<file path="src/rtl/pin_change_irq_pkg.sv">
package pin_change_irq_pkg;
   // Field order inside the register, lowest field first.
   localparam int unsigned FLD_STATE = 0;
   localparam int unsigned FLD_REF   = 1;
   localparam int unsigned FLD_SET   = 2;
   localparam int unsigned FLD_CLR   = 3;
   localparam int unsigned NUM_FLDS  = 4;

   function automatic int unsigned fld_lo(input int unsigned fld, input int unsigned fw);
      return fld * fw;
   endfunction
endpackage

</file>
<file path="src/rtl/pin_sync.sv">
module pin_sync #(
   parameter int unsigned WIDTH  = 8,
   parameter int unsigned STAGES = 2
) (
   input  logic             clk,
   input  logic             rst_n,
   input  logic [WIDTH-1:0] async_i,
   output logic [WIDTH-1:0] sync_o
);
   if (STAGES < 2) begin : g_bad_stages
      $error("pin_sync: STAGES must be at least 2");
   end

   logic [STAGES-1:0][WIDTH-1:0] chain_q;

   always_ff @(posedge clk or negedge rst_n) begin
      if (!rst_n) chain_q <= '0;
      else        chain_q <= {chain_q[STAGES-2:0], async_i};
   end

   assign sync_o = chain_q[STAGES-1];
endmodule

</file>
<file path="src/rtl/pin_ref_cell.sv">
module pin_ref_cell (
   input  logic clk,
   input  logic rst_n,
   input  logic pin_s,
   input  logic set_cmd,
   input  logic clr_cmd,
   output logic ref_o,
   output logic state_o
);
   logic ref_q, state_q, ack;

   assign ack = set_cmd | clr_cmd;

   always_ff @(posedge clk or negedge rst_n) begin
      if (!rst_n) begin
         ref_q   <= 1'b0;
         state_q <= 1'b0;
      end else begin
         if (set_cmd && !clr_cmd)      ref_q <= 1'b1;
         else if (clr_cmd && !set_cmd) ref_q <= 1'b0;
         state_q <= ack ? 1'b0 : (pin_s ^ ref_q);
      end
   end

   assign ref_o   = ref_q;
   assign state_o = state_q;

   // an acknowledge clears the interrupt state at the next edge
   a_r4_ack_clears: assert property (@(posedge clk) disable iff (!rst_n)
      ack |=> !state_o);
   a_r4_set_ref: assert property (@(posedge clk) disable iff (!rst_n)
      (set_cmd && !clr_cmd) |=> ref_o);
   a_r5_clr_ref: assert property (@(posedge clk) disable iff (!rst_n)
      (clr_cmd && !set_cmd) |=> !ref_o);
   a_r7_both_hold: assert property (@(posedge clk) disable iff (!rst_n)
      (set_cmd && clr_cmd) |=> $stable(ref_o));
   a_r10_idle_hold: assert property (@(posedge clk) disable iff (!rst_n)
      !ack |=> $stable(ref_o));
   a_r3_state_tracks: assert property (@(posedge clk) disable iff (!rst_n)
      (!ack && (pin_s != ref_o)) |=> state_o);
endmodule

</file>
<file path="src/rtl/pin_change_irq.sv">
module pin_change_irq #(
   parameter int unsigned NUM_PORTS     = 2,
   parameter int unsigned PINS_PER_PORT = 4,
   parameter int unsigned SYNC_STAGES   = 2,
   parameter int unsigned BUS_W         = 32
) (
   input  logic                                 clk,
   input  logic                                 rst_n,
   input  logic [NUM_PORTS*PINS_PER_PORT-1:0]   pin_i,
   input  logic                                 wr_en,
   input  logic [BUS_W-1:0]                     wr_data,
   output logic [BUS_W-1:0]                     rd_data,
   output logic                                 irq_o
);
   import pin_change_irq_pkg::*;

   localparam int unsigned FW     = NUM_PORTS * PINS_PER_PORT;
   localparam int unsigned SET_LO = fld_lo(FLD_SET, FW);
   localparam int unsigned CLR_LO = fld_lo(FLD_CLR, FW);
   localparam int unsigned REF_LO = fld_lo(FLD_REF, FW);
   localparam int unsigned STA_LO = fld_lo(FLD_STATE, FW);

   if (BUS_W != NUM_FLDS * FW) begin : g_bad_width
      $error("pin_change_irq: BUS_W must equal four fields of NUM_PORTS*PINS_PER_PORT bits");
   end

   logic [FW-1:0] pin_s, set_cmd, clr_cmd, ref_v, state_v;
   logic [STA_LO+REF_LO-1:0] unused_low_wdata;

   assign unused_low_wdata = wr_data[STA_LO+REF_LO-1:0];

   pin_sync #(.WIDTH(FW), .STAGES(SYNC_STAGES)) u_sync (
      .clk     (clk),
      .rst_n   (rst_n),
      .async_i (pin_i),
      .sync_o  (pin_s)
   );

   assign set_cmd = wr_en ? wr_data[SET_LO +: FW] : '0;
   assign clr_cmd = wr_en ? wr_data[CLR_LO +: FW] : '0;

   for (genvar i = 0; i < FW; i++) begin : g_cell
      pin_ref_cell u_cell (
         .clk     (clk),
         .rst_n   (rst_n),
         .pin_s   (pin_s[i]),
         .set_cmd (set_cmd[i]),
         .clr_cmd (clr_cmd[i]),
         .ref_o   (ref_v[i]),
         .state_o (state_v[i])
      );
   end

   always_comb begin
      rd_data                  = '0;
      rd_data[STA_LO +: FW]    = state_v;
      rd_data[REF_LO +: FW]    = ref_v;
   end

   assign irq_o = |state_v;

   // combined interrupt agrees with the read-back state byte
   a_r9_irq_matches_read: assert property (@(posedge clk) disable iff (!rst_n)
      irq_o == (rd_data[STA_LO +: FW] != '0));
endmodule

</file>
<file path="config.mk">
export PLATFORM = sky130hd
export DESIGN_NAME = pin_change_irq
export DESIGN_NICKNAME = d
export VERILOG_FILES = /design/src/rtl/pin_change_irq_pkg.sv /design/src/rtl/pin_sync.sv /design/src/rtl/pin_ref_cell.sv /design/src/rtl/pin_change_irq.sv
export SDC_FILE = /design/constraint.sdc
export NUM_CORES = 1
export LEC_CHECK = 0
export BUFFER_PORTS_ARGS = -buffer_cell sky130_fd_sc_hd__clkbuf_2
export CORE_AREA = 10 10 71 73
export DETAILED_ROUTE_END_ITERATION = 12
export DIE_AREA = 0 0 81 83
export GPL_ROUTABILITY_DRIVEN = 1
export HOLD_SLACK_MARGIN = 0.12
export MAX_ROUTING_LAYER = met4
export PLACE_DENSITY_LB_ADDON = 0.25
export SYNTH_ARGS = -nofsm -noshare
export SYNTH_HDL_FRONTEND = slang
export SYNTH_SLANG_ARGS = --single-unit
</file>
<file path="constraint.sdc">
create_clock -name clk -period 1 [get_ports clk]
set_input_delay 0.1 -clock clk [delete_from_list [all_inputs] [get_ports clk]]
set_output_delay 0.1 -clock clk [all_outputs]
set_load 0.01 [all_outputs]
</file>
==> results of run 1 <==
## layer usage
metal,global-route usage,vias to the layer above
met3,0.0453,5
li1,-,461
met4,0.0376,0
met1,0.102,444
met2,0.150,39
met5,-,-
## cells by family after synthesis
group / count (synthesis) / share of synthesized area
buffers and inverters: 42 / 0.188
flip-flops: 32 / 0.498
AND/OR/NAND/NOR: 27 / 0.0879
adder cells (fa/ha/maj): 16 / 0.125
XOR/XNOR: 8 / 0.0436
multiplexers: 8 / 0.0560
other: 1 / 0.00233
## worst max-delay path: stages (launching register included)
cell and delay, ps:
dfrtp_1 420, nor4_4 280, nand2_1 80, clkbuf_2 130
## per-stage QoR
| step | hold WS, ps | cells | utilization | setup TNS [ps] |
|---|---|---|---|---|
| final | 231 | 230 | 0.595 | -590 |
| after global routing | 248 | 230 | 0.595 | -719 |
| after CTS | 230 | 229 | 0.588 | -527 |
| after detailed placement | 144 | 211 | 0.529 | -1650 |
| after global placement | 141 | 211 | 0.529 | -1390 |
| after floorplan | -196 | 149 | - | -590 |
## flip-flops by register name, indices dropped and copies added (netlist names)
signal,cells
g_cell.u_cell.ref_o,8
g_cell.u_cell.state_o,8
u_sync.chain_q,8
u_sync.sync_o,8
## how the worst max path moves through the flow
stage | cells after the start | end | slack [ps] | from
final | 3 | irq_o | -290 | g_cell[0].u_cell.state_o$_DFF_PN0_
after global routing | 3 | irq_o | -350 | g_cell[1].u_cell.state_o$_DFF_PN0_
after CTS | 3 | irq_o | -320 | g_cell[1].u_cell.state_o$_DFF_PN0_
after detailed placement | 5 | g_cell[3].u_cell.ref_o$_DFFE_PN0P_ | -230 | wr_en
after global placement | 5 | g_cell[5].u_cell.ref_o$_DFFE_PN0P_ | -180 | wr_en
after floorplan | 5 | g_cell[1].u_cell.ref_o$_DFFE_PN0P_ | -80 | wr_en
## cells in the final DEF (no fill, tap or decap)
master         synthesis  final
clkbuf_2               0     41
clkinv_2               0      2
clkbuf_8               0      7
buf_8                  0      1
buf_12                 1      2
nand2_1               15      7
dlygate4sd3_1          0      9
and2_1                 8      8
buf_4                 32      2
ha_1                  16      8
conb_1                 1     16
inv_1                  6      6
nor4_4                 0      1
xor2_1                 8      8
dfrtp_1               32     32
ha_4                   0      8
nor4_1                 2      1
mux2_4                 0      8
buf_6                  1      3
inv_2                  2      2
nand2_4                2     10
## cell usage after synthesis
| master | count |
|---|---|
| buf_4 | 32 |
| buf_6 | 1 |
| xor2_1 | 8 |
| nor4_1 | 2 |
| buf_12 | 1 |
| and2_1 | 8 |
| nand2_4 | 2 |
| inv_2 | 2 |
| mux2_2 | 8 |
| inv_1 | 6 |
| dfrtp_1 | 32 |
| nand2_1 | 15 |
| conb_1 | 1 |
| ha_1 | 16 |
## layout make-up
class / instances / area (µm²)
inverters: 8 / 30.0
fillers: 314 / 1470
repair buffers: 59 / 413
clock inverters: 2 / 10.0
flip-flops and latches: 32 / 801
clock buffers: 6 / 82.6
multi-input cells: 75 / 767
well taps: 48 / 60.1
## power breakdown
group	internal [mW]	switching, mW
sequential	1.41	0.0906
combinational	0.385	0.312
clock	0.548	0.461
## repair_timing
item / in CTS / in global routing
buffers inserted: 3 / 2
endpoints found under the hold margin: 40 / 0
endpoints found under the setup margin: 3 / 3
hold buffers: 9 / 0
resized for setup: 4 / 5
==> results.toml, run 1 <==
[run_status]
outcome = "finished with violations"
violations = "negative setup slack"

[worst_setup_path]
crit_path_start_kind = "register"
rrSetupSlack_ps = 160
crit_path_end_kind = "primary output"
r2r-start = "g_cell[6].u_cell.ref_o$_DFFE_PN0P_"
crit_fanout = 2
worst-endpoint-arrival_ps = 1190
r2r_cells = 2
reg2reg_to = "g_cell[6].u_cell.state_o$_DFF_PN0_"
criticalPathCategory = "reg -> out"
crit_required_ps = 900

[global_routing]
grt_pass1_vias = 1031
grt.overflow.total = 0
grt_max_degree = 33
grt_pass1_wl_mm = 4.82
antenna_found_initial = 0
grt_use_total = 0.0958

[synth]
seq_area_frac_synth = 0.498
syn_inst = 134
syn_avg_cell_area_um2 = 12.0
yosysWarningCount = 0
synth_area_um2 = 1610
post-synth-top-area-fraction = 0.498
yosys_register_bits = 32
synthTopCellsByArea = "dfrtp_1, buf_4, ha_1, mux2_2, xor2_1"
ys_types = 14
yosysTopAreaCell = "dfrtp_1"

[cts]
cts.clk_slew.worst_paths_ps = 70
h-tree-depth = 2
numCtsBuffers = 5
cts_tree = "built"
clkSinkCount = 32
cts_root_buffer = "clkbuf_8"
clockBufferDepth = 2
clk_latency_ps = 280

[sta]
drv_slew = 0
skew_ps = 4.40
setup_viol = 3
fin_crit_ps = 1290
rsz0062_at_grt = "true"
hold_violations = 0
min_period_over_period = 1.29
setup_slack_ps = -292
fmax_mhz = 774

[detailed_routing]
wl_per_cell_um = 13.2
drc_errors = 0
drt-pass1-iter-count = 2
maxUsedRoutingLayer = "met4"
antenna_left = 0
dr_wl_met3_um = 321
via_count = 949
wl_met2_mm = 1.52
drt-met1-wl_mm = 1.15
wl_mm = 3.05
drt_iter0_drc = 34
viasPerCell = 4.13

[hold_path]
hp-class = "in -> reg"
hp-start = "wr_data[23]"
holdPathEnd = "g_cell[7].u_cell.state_o$_DFF_PN0_"
holdPathStages = 4

[die]
start_util = 0.442
rows = 22
io_pins = 76
dieArea_um2 = 6720
core-area_um2 = 3630
die_w_um = 81
die_y_um = 83

[power_and_ir_drop]
p_leak_nw = 1.17
p_per_area_nw_per_um2 = 1480
totalPowerFinal_mw = 3.21
max-vdd-ir-drop_mv = 0.932

[finish]
drive_gt1_frac = 0.478
nNetsFinal = 240
area_delta_synth_final_pct = 34.6
diodes = 0
finalInstanceArea_um2 = 2160

[placed_design]
dpl_cell_area_um2 = 1920
place.gp.congestion = 0.712
pre_cts_slack_ps = -233
port_buffers = 43
hpwlAfterDp_mm = 2.45

[flow_run]
drv_cap = 0
No activity file was read; power rests on OpenSTA's default activity.
==> inputs of run 2 (changes only) <==
CTS_BUF_LIST = sky130_fd_sc_hd__clkbuf_16   (was unset)
==> run 2 against run 1 <==
Against the previous run: the run still ends with negative setup slack left; sequential share of layout area fell by 0.49 points; clock power rose by 41%; utilization rose by 0.79 points; non-clock buffer count fell by 2; worst setup slack got worse by 3.0 ps; sequential cell count did not move; clock skew barely moved; largest power group unchanged; highest routed layer unchanged.
==> results.toml, run 2 (synthesized netlist as in run 1, its figures left out) <==
[sta]
min_period_over_period = 1.29
setup_slack_ps = -294
setup_viol = 3
fin_crit_ps = 1290
hold_violations = 0
rsz0062_at_grt = "true"
drv_slew = 0
fmax_mhz = 773
skew_ps = 4.48

[cts]
clockBufferDepth = 2
cts_tree = "built"
clk_latency_ps = 270
cts_root_buffer = "clkbuf_16"
h-tree-depth = 2
clkSinkCount = 32
cts.clk_slew.worst_paths_ps = 50
numCtsBuffers = 5

[die]
rows = 22
core-area_um2 = 3630
io_pins = 76
die_w_um = 81
dieArea_um2 = 6720
start_util = 0.442
die_y_um = 83

[worst_setup_path]
crit_path_start_kind = "register"
worst-endpoint-arrival_ps = 1190
worst-path-buf-inv = 1
r2r_cells = 2
critPathTopFamily = "flip-flops"
slowest_delay_ps = 400
crit_required_ps = 900
crit_fanout = 2
criticalPathCategory = "reg -> out"
r2r-start = "g_cell[3].u_cell.ref_o$_DFFE_PN0P_"
crit_path_end_kind = "primary output"
slowest_stage = "dfrtp_1"
rrSetupSlack_ps = 150
crit_path_cell_trace = "nor4_4 -> nand2_1 -> clkbuf_2"
reg2reg_to = "g_cell[3].u_cell.state_o$_DFF_PN0_"

[placed_design]
port_buffers = 43
place.gp.congestion = 0.712
dpl_cell_area_um2 = 1920
hpwlAfterDp_mm = 2.45
pre_cts_slack_ps = -233

[finish]
diodes = 0
drive_gt1_frac = 0.467
final_common_cell = "clkbuf_2"
fillers = 316
most-common-layout-cells = "clkbuf_2, dfrtp_1, conb_1"
finalInstanceArea_um2 = 2190
nNetsFinal = 238
area_delta_synth_final_pct = 36.3

[hold_path]
holdPathStages = 4
hp-class = "in -> reg"
holdPathEnd = "g_cell[7].u_cell.state_o$_DFF_PN0_"
hp-start = "wr_data[23]"

[run_status]
outcome = "finished with violations"
violations = "negative setup slack"

[power_and_ir_drop]
p_seq_frac = 0.418
p_int_mw = 2.69
p_per_area_nw_per_um2 = 1640
pwr-share-clk = 0.393
p_leak_nw = 1.18
swShare = 0.254
comb_power_share = 0.189
totalPowerFinal_mw = 3.61
power.switching_mw = 0.915
max-vdd-ir-drop_mv = 0.940

[global_routing]
grt_pass1_vias = 1055
grt_use_total = 0.0982
grt_max_degree = 33
antenna_found_initial = 0
grt_pass1_wl_mm = 4.91
grt.overflow.total = 0

[flow_run]
drv_cap = 0

[detailed_routing]
wl_met2_mm = 1.65
drt-met1-wl_mm = 1.07
dr_wl_met3_um = 313
drt_iter0_drc = 16
maxUsedRoutingLayer = "met4"
antenna_left = 0
wl_mm = 3.08
viasPerCell = 4.19
via_count = 955
wl_per_cell_um = 13.5
drc_errors = 0
drt-pass1-iter-count = 4
## run 2: final cells by class
type,count,area [µm²],area share
Sequential cell,32,801,0.365
Multi-Input combinational cell,75,767,0.350
Timing Repair Buffer,57,395,0.180
Clock buffer,5,125,0.0571
Tap cell,48,60.1,0.0274
Inverter,8,30.0,0.0137
Clock inverter,3,13.8,0.00628
## run 2: tightest hold or removal path: stages
cell      delay, ps
clkbuf_2        100
nand2_4          70
ha_4            110
and2_1          100
## run 2: per-stage QoR
| stage | std cells | setup TNS, ps | util | hold slack (ps) |
|---|---|---|---|---|
| floorplan | 149 | -590 | - | -196 |
| global placement | 211 | -1390 | 0.529 | 141 |
| detailed placement | 211 | -1650 | 0.529 | 144 |
| CTS | 229 | -488 | 0.601 | 239 |
| global route | 228 | -481 | 0.603 | 263 |
| finish | 228 | -358 | 0.603 | 238 |
## run 2: worst max-delay path by stage
| stage | startpoint | to | slack (ps) | cells after the start |
|---|---|---|---|---|
| 6_report | g_cell[2].u_cell.state_o$_DFF_PN0_ | irq_o | -290 | 3 |
| 5_1_grt | g_cell[2].u_cell.state_o$_DFF_PN0_ | irq_o | -360 | 3 |
| 4_1_cts | g_cell[1].u_cell.state_o$_DFF_PN0_ | irq_o | -310 | 3 |
| 3_5_place_dp | wr_en | g_cell[3].u_cell.ref_o$_DFFE_PN0P_ | -230 | 5 |
| 3_3_place_gp | wr_en | g_cell[5].u_cell.ref_o$_DFFE_PN0P_ | -180 | 5 |
| 2_1_floorplan | wr_en | g_cell[1].u_cell.ref_o$_DFFE_PN0P_ | -80 | 5 |
## run 2: repair_timing
action | in CTS | in global routing
buffers inserted | 3 | 1
endpoints found under the setup margin | 3 | 3
hold buffers | 9 | 0
pin swaps | 0 | 1
endpoints found under the hold margin | 40 | 0
gates resized for setup | 4 | 5
## run 2: power by group through the flow
| stage | clock network, mW | registers (mW) | logic, mW |
|---|---|---|---|
| after floorplan | 0 | 1.50 | 0.535 |
| after global placement | 0 | 1.51 | 0.596 |
| after detailed placement | 0 | 1.52 | 0.623 |
| after CTS | 1.45 | 1.50 | 0.689 |
| after global routing | 1.51 | 1.53 | 0.761 |
| final | 1.42 | 1.51 | 0.682 |
## run 2: routing by layer
| metal | up-vias | track usage |
|---|---|---|
| met2 | 39 | 0.160 |
| met4 | 0 | 0.0376 |
| li1 | 460 | - |
| met5 | - | - |
| met1 | 450 | 0.0990 |
| met3 | 6 | 0.0463 |
